File: src/rtl/tts_pkg.sv
package tts_pkg;
   localparam int unsigned POS_OUT_HI = 0;
   localparam int unsigned POS_IN_HI  = 1;
   localparam int unsigned POS_IN_LO  = 2;
   localparam int unsigned POS_OUT_LO = 3;
   localparam int unsigned NUM_POS    = 4;

   localparam logic [1:0] ADDR_DELAY = 2'd0;
   localparam logic [1:0] ADDR_POL   = 2'd1;

   localparam int unsigned TIER_MILD = 0;
   localparam int unsigned TIER_SEV  = 1;
   localparam int unsigned NUM_TIERS = 2;

   typedef enum logic [1:0] {
      IST_IDLE  = 2'd0,
      IST_COUNT = 2'd1,
      IST_SHUT  = 2'd2
   } inner_st_t;
endpackage

File: src/rtl/tts_cfg_regs.sv
module tts_cfg_regs
   import tts_pkg::*;
#(
   parameter int unsigned DLY_W = 16,
   parameter int unsigned CFG_W = 16
) (
   input  logic                 clk,
   input  logic                 rst_n,
   input  logic                 we,
   input  logic [1:0]           addr,
   input  logic [CFG_W-1:0]     wdata,
   output logic [DLY_W-1:0]     delay_q,
   output logic [NUM_TIERS-1:0] invert_q
);
   always_ff @(posedge clk or negedge rst_n) begin
      if (!rst_n) begin
         delay_q  <= '0;
         invert_q <= '1;
      end else if (we) begin
         case (addr)
            ADDR_DELAY: delay_q  <= wdata[DLY_W-1:0];
            ADDR_POL:   invert_q <= wdata[NUM_TIERS-1:0];
            default:    ;
         endcase
      end
   end
endmodule

File: src/rtl/tts_trip_cond.sv
module tts_trip_cond #(
   parameter int unsigned STAGES = 2
) (
   input  logic clk,
   input  logic rst_n,
   input  logic raw,
   input  logic invert,
   output logic active,
   output logic assert_edge
);
   logic [STAGES-1:0] sr;
   logic              prev_q;

   generate
      for (genvar i = 0; i < STAGES; i++) begin : g_stage
         if (i == 0) begin : g_first
            always_ff @(posedge clk or negedge rst_n) begin
               if (!rst_n) sr[0] <= 1'b1;
               else        sr[0] <= raw;
            end
         end else begin : g_next
            always_ff @(posedge clk or negedge rst_n) begin
               if (!rst_n) sr[i] <= 1'b1;
               else        sr[i] <= sr[i-1];
            end
         end
      end
   endgenerate

   assign active = sr[STAGES-1] ^ invert;

   always_ff @(posedge clk or negedge rst_n) begin
      if (!rst_n) prev_q <= 1'b0;
      else        prev_q <= active;
   end

   assign assert_edge = active & ~prev_q;
endmodule

File: src/rtl/tts_outer_cbc.sv
module tts_outer_cbc (
   input  logic clk,
   input  logic rst_n,
   input  logic trip_any,
   input  logic period_start,
   output logic blocked
);
   logic hold_q;

   always_ff @(posedge clk or negedge rst_n) begin
      if (!rst_n)            hold_q <= 1'b0;
      else if (trip_any)     hold_q <= 1'b1;
      else if (period_start) hold_q <= 1'b0;
   end

   assign blocked = hold_q | trip_any;
endmodule

File: src/rtl/tts_inner_timer.sv
module tts_inner_timer
   import tts_pkg::*;
#(
   parameter int unsigned DLY_W = 16
) (
   input  logic             clk,
   input  logic             rst_n,
   input  logic             sev_active,
   input  logic             sev_edge,
   input  logic [DLY_W-1:0] delay,
   input  logic             clr,
   output logic             pending,
   output logic             shut
);
   localparam logic [DLY_W-1:0] ONE = DLY_W'(1);

   inner_st_t        st_q;
   logic [DLY_W-1:0] cnt_q;

   always_ff @(posedge clk or negedge rst_n) begin
      if (!rst_n) begin
         st_q  <= IST_IDLE;
         cnt_q <= '0;
      end else begin
         case (st_q)
            IST_IDLE: begin
               if (sev_edge) begin
                  cnt_q <= delay;
                  st_q  <= (delay == '0) ? IST_SHUT : IST_COUNT;
               end
            end
            IST_COUNT: begin
               if (!sev_active)      st_q  <= IST_IDLE;
               else if (cnt_q == ONE) st_q <= IST_SHUT;
               else                  cnt_q <= cnt_q - ONE;
            end
            IST_SHUT: begin
               if (clr && !sev_active) st_q <= IST_IDLE;
            end
            default: st_q <= IST_IDLE;
         endcase
      end
   end

   assign pending = (st_q == IST_COUNT);
   assign shut    = (st_q == IST_SHUT);
endmodule

File: src/rtl/tiered_trip_seq.sv
module tiered_trip_seq
   import tts_pkg::*;
#(
   parameter int unsigned DLY_W       = 16,
   parameter int unsigned CFG_W       = 16,
   parameter int unsigned SYNC_STAGES = 2
) (
   input  logic             clk,
   input  logic             rst_n,
   input  logic [3:0]       pwm_in,
   input  logic             fault_mild_raw,
   input  logic             fault_sev_raw,
   input  logic             period_start,
   input  logic             inner_clr,
   input  logic             cfg_we,
   input  logic [1:0]       cfg_addr,
   input  logic [CFG_W-1:0] cfg_wdata,
   output logic [3:0]       gate_out,
   output logic             outer_blocked,
   output logic             inner_pending,
   output logic             inner_tripped
);
   generate
      if (SYNC_STAGES < 2) begin : g_bad_sync
         $error("SYNC_STAGES must be at least 2");
      end
      if (DLY_W < 1 || DLY_W > CFG_W) begin : g_bad_dly
         $error("DLY_W must be in 1..CFG_W");
      end
      if (CFG_W < NUM_TIERS) begin : g_bad_cfg
         $error("CFG_W too narrow for polarity bits");
      end
   endgenerate

   logic [DLY_W-1:0]     delay_q;
   logic [NUM_TIERS-1:0] invert_q;
   logic [NUM_TIERS-1:0] raw_vec;
   logic [NUM_TIERS-1:0] act_vec;
   logic [NUM_TIERS-1:0] edge_vec;
   logic                 trip_any;
   logic                 blk;
   logic                 pend;
   logic                 shut;

   assign raw_vec[TIER_MILD] = fault_mild_raw;
   assign raw_vec[TIER_SEV]  = fault_sev_raw;

   tts_cfg_regs #(.DLY_W(DLY_W), .CFG_W(CFG_W)) u_cfg (
      .clk      (clk),
      .rst_n    (rst_n),
      .we       (cfg_we),
      .addr     (cfg_addr),
      .wdata    (cfg_wdata),
      .delay_q  (delay_q),
      .invert_q (invert_q)
   );

   generate
      for (genvar t = 0; t < NUM_TIERS; t++) begin : g_tier
         tts_trip_cond #(.STAGES(SYNC_STAGES)) u_cond (
            .clk         (clk),
            .rst_n       (rst_n),
            .raw         (raw_vec[t]),
            .invert      (invert_q[t]),
            .active      (act_vec[t]),
            .assert_edge (edge_vec[t])
         );
      end
   endgenerate

   assign trip_any = |act_vec;

   tts_outer_cbc u_cbc (
      .clk          (clk),
      .rst_n        (rst_n),
      .trip_any     (trip_any),
      .period_start (period_start),
      .blocked      (blk)
   );

   tts_inner_timer #(.DLY_W(DLY_W)) u_inner (
      .clk        (clk),
      .rst_n      (rst_n),
      .sev_active (act_vec[TIER_SEV]),
      .sev_edge   (edge_vec[TIER_SEV]),
      .delay      (delay_q),
      .clr        (inner_clr),
      .pending    (pend),
      .shut       (shut)
   );

   always_comb begin
      gate_out = '0;
      if (rst_n) begin
         gate_out[POS_OUT_HI] = pwm_in[POS_OUT_HI] & ~blk;
         gate_out[POS_OUT_LO] = pwm_in[POS_OUT_LO] & ~blk;
         gate_out[POS_IN_HI]  = pwm_in[POS_IN_HI]  & ~shut;
         gate_out[POS_IN_LO]  = pwm_in[POS_IN_LO]  & ~shut;
      end
   end

   assign outer_blocked = blk & rst_n;
   assign inner_pending = pend & rst_n;
   assign inner_tripped = shut & rst_n;
endmodule

File: config.mk
export PLATFORM = sky130hd
export DESIGN_NAME = tiered_trip_seq
export DESIGN_NICKNAME = d
export VERILOG_FILES = /design/src/rtl/tts_pkg.sv /design/src/rtl/tts_cfg_regs.sv /design/src/rtl/tts_trip_cond.sv /design/src/rtl/tts_outer_cbc.sv /design/src/rtl/tts_inner_timer.sv /design/src/rtl/tiered_trip_seq.sv
export SDC_FILE = /design/constraint.sdc
export NUM_CORES = 1
export LEC_CHECK = 0
export BUFFER_PORTS_ARGS = -buffer_cell sky130_fd_sc_hd__clkbuf_2
export CORE_AREA = 2 2 66 68
export CTS_CLUSTER_SIZE = 12
export DETAILED_ROUTE_END_ITERATION = 12
export DIE_AREA = 0 0 68 70
export HOLD_SLACK_MARGIN = 0.06
export PLACE_DENSITY = 0.72
export SLEW_MARGIN = 30
export SYNTH_ARGS = -nofsm -noshare
export SYNTH_HDL_FRONTEND = slang
export SYNTH_SLANG_ARGS = --single-unit
File: constraint.sdc
create_clock -name clk -period 3.6 [get_ports clk]
set_input_delay 0.36 -clock clk [delete_from_list [all_inputs] [get_ports clk]]
set_output_delay 0.36 -clock clk [all_outputs]
set_load 0.01 [all_outputs]
==> metrics list <==
* Outcome: complete, no violations
- Max-slew violations: 0
- Traced cell by cell, the critical path runs through nand2b_1 > buf_4 > nor2_1 > clkbuf_2.
- Counting tap cells, the placed design contains a total of 289 instances.
- Initial drt markers: 93
* Post-CTS setup buffer count: 0
- Clock Root Buffer: clkbuf_8
- Clock skew after layout: about 4.0 ps
- Final Instance Area: ~2500 um2
- The first global-routing pass estimated roughly 8500 um of wire.
- Number of flops mapped to enable cells by yosys: 0
* Share of synthesized registers carrying an async set or reset: 1.000
- DIE AREA: approximately 4800 um2
- In the synthesized netlist the dominant register cell turns out to be dfrtp_1.
- For this configuration, the core starts out at a cell density of 0.5157.
* Arrival time of data at the critical path endpoint: slightly below 2000 ps
* First drt pass iteration count: 5
- The count of nets left with antenna violations once routing finished came out at 0.
* Std-Cell Rows: 24
- The total overflow left after global routing is 0.
- CTS clock-pin slew for the worst setup and hold paths: approximately 80 ps
- STA puts the critical path data required time at between 3000 and 4000 ps.
- The min-delay analysis places its worst path in the category in -> reg.
- Headroom to the max-slew limit came out at 0.4174.
* Total power divided by cell area: 722.7 nW/um2
- Total routed wirelength: about 4800 um
- The number of clock buffers added by TritonCTS is 5.
- The finished layout holds between 200 and 300 standard cells, fillers aside.
- Area added between synthesis and finish: 17.04%
- Time the final worst path needs with I/O delays and setup: 2304 ps
- The placed instances occupy a cell area of 2381 um2.
* Share of the clock period used by the worst path after layout: 0.6399
- Synthesized netlist cell count: 205
- Startpoint type of the worst setup path: flip-flop
* Number of design rule violations left after detail routing: 0
- 0 antenna diodes ended up in the layout.
- Setup total negative slack on the finished layout was measured at 0 ps.
- Per-instance average area after synthesis: 10.42 um2
- At the end of the flow the core is filled with cells to 0.6036.
- Hpwl dp: 3494 um
* Leak Pwr: between 1 and 1.5 nW
- At the end of the flow, the number of nets in the layout was roughly 280.
- The number of global-route vias before repair is about 1,800.
* Maximum level of the CTS H-tree: 2
* Initial antenna violation count: 0
* Synth Cell Area: 2137 um2
* Die height: approximately 70 um
- Fraction of layout cells with a size suffix above 1: 0.3089
- For this design the top-level I/O count stands at 36.
- The detailed router placed ~1,800 vias in this run.
- Largest net degree at the start of global routing: 41
- Critical Path Fanout Max: 26
- In this run the deepest clock path goes through 2 buffers.
- In the final layout, the multi-input gates occupy approximately 1000 um2.
- GP Congestion: 0.9573
* Port Buffer Count: 35
* Mapped Nets: between 200 and 250
- Worst path max stage delay: about 710 ps
- Number of synthesized register bits: 42
- TritonCTS built the clock tree.
- Across the VDD grid, the largest voltage drop is 0.0002924 V.
- The critical path in this run is classified as reg -> out.
- Number of failing hold endpoints at the final stage: 0
- Setup repair after global routing left no endpoint under its margin.
- STA classifies the critical path endpoint as an output pin.
* Most frequent standard cell in the layout excluding fill and tap cells: dfrtp_1
* Die X: between 60 and 70 um
- Share of synthesized area occupied by flip-flops and latches: 0.4953
- Setup Viol. Count Final: 0
- Based on the critical path, the design can be clocked at up to roughly 0.43 GHz.
* Routed length per instance: 16.24 um
* Sequential cell area in the final layout: around 1100 um2
- Library cells used by synthesis: 47
- Count of filler cells inserted in the layout: 352
- All-Layer GR Usage: 0.2332
- Worst setup slack after layout: ~1300 ps
- Commonest non-fill, non-tap cells in the layout: dfrtp_1 (36), clkbuf_2 (35), mux2_2 (18), o21ai_0 (16), nand2_1 (15)
- Total core area: between 4000 and 5000 um2
- At the pin with the least slew margin, the transition time is 873.9 ps.
- Vias/cell: approximately 6.2
- Slowest stage cell, crit path: nand2b_1
* Clock sink count: 42
- Worst skew pair latency: approximately 290 ps
- The Yosys step of the flow raised 0 warnings.
- Across the run, the number of max-cap violations was 0.
- Prior to clock tree synthesis, the placed netlist has a worst setup slack of between 1000 and 1500 ps.
final timing paths:
check,startpoint,endpoint,slack [ps],cells past startpoint
min reg2reg,g_tier[1].u_cond.sr[0],g_tier[1].u_cond.sr[1],360,0
max,u_inner.st_q[1],inner_pending,1300,4
max in group asynchronous,rst_n,u_cfg.invert_q[1],2490,3
max reg2reg,u_inner.cnt_q[5],u_inner.cnt_q[8],1360,4
min in group asynchronous,rst_n,u_cbc.hold_q,410,2
min,fault_sev_raw,g_tier[1].u_cond.sr[0],140,1
area by class of cell:
class / count / area share
inverters: 5 / 0.007504
clock inverters: 2 / 0.01501
clock buffers: 6 / 0.02901
flip-flops and latches: 42 / 0.4232
multi-input cells: 151 / 0.4132
repair buffers: 40 / 0.08604
well taps: 52 / 0.02601
what timing repair did:
action / in CTS / in global routing
resized for setup: 0 / 0
hold buffers: 1 / 0
endpoints found under the hold margin: 1 / 0
critical path: cells and delay by family (launching register included):
kind | cells | cell delay, ps
DFF | 1 | 430
and+or+nand+nor | 2 | 760
buffers and inverters | 2 | 440
Yosys cell counts (2+ instances only):
master / count / area, um2
dfrtp_1: 36 / 900.9
nand2b_1: 3 / 18.77
a21oi_1: 8 / 40.04
a211oi_1: 2 / 15.01
nor2b_1: 3 / 18.77
and3_1: 4 / 25.02
or4_1: 3 / 22.52
o22ai_1: 3 / 18.77
a2bb2oi_1: 2 / 17.52
clkbuf_1: 6 / 22.52
o21ai_0: 16 / 80.08
a32o_1: 2 / 20.02
or3_1: 5 / 31.28
nor3_1: 5 / 25.02
dfstp_2: 6 / 157.7
a22o_1: 2 / 17.52
mux2_2: 18 / 202.7
nor2_1: 14 / 52.55
o211ai_1: 4 / 30.03
nand3b_1: 2 / 15.01
nor4_1: 10 / 62.56
ha_1: 2 / 25.02
nand3_1: 2 / 10.01
nand2_1: 15 / 56.30
nand4_1: 5 / 31.28
a31oi_1: 2 / 12.51
inv_1: 5 / 18.77
cells by family (layout without fill, tap and decap cells):
logic type,after synthesis,count (layout),share of synthesized area
buffers and inverters,12,53,0.02108
adder cells (fa/ha/maj),2,2,0.01171
multiplexers,19,19,0.09953
XOR/XNOR,2,2,0.008198
flip-flops,42,42,0.4953
AND/OR/NAND/NOR,77,77,0.2073
AO/OA/AOI/OAI,51,51,0.1569
flip-flops by register name (all words and copies together) (netlist names):
signal and cells:
u_cfg.delay_q 16, u_inner.cnt_q 16, g_tier.u_cond.sr 4, u_cfg.invert_q 2
u_inner.st_q 2, g_tier.u_cond.prev_q 1, u_cbc.hold_q 1
routing by layer:
metal | routed length (um) | vias to the layer above | track usage
li1 | - | 864 | -
met1 | 2066 | 881 | 0.3519
met2 | 2316 | 92 | 0.3312
met3 | 335 | 12 | 0.04026
met4 | 121 | 0 | 0.09333
met5 | 0 | - | 0
power breakdown:
group          internal (W)  switching [W]
clock              0.000207       0.000160
sequential         0.000616       0.000176
combinational      0.000272       0.000378
total               0.00109       0.000713
per-stage QoR:
step | power (W) | hold slack, ps
floorplan | 0.001235 | 64.41
global placement | 0.001418 | 181.1
detailed placement | 0.001425 | 183.3
CTS | 0.001801 | 136.8
global route | 0.001935 | 131.4
finish | 0.001808 | 143.0
(Power assumes the default switching activity.)
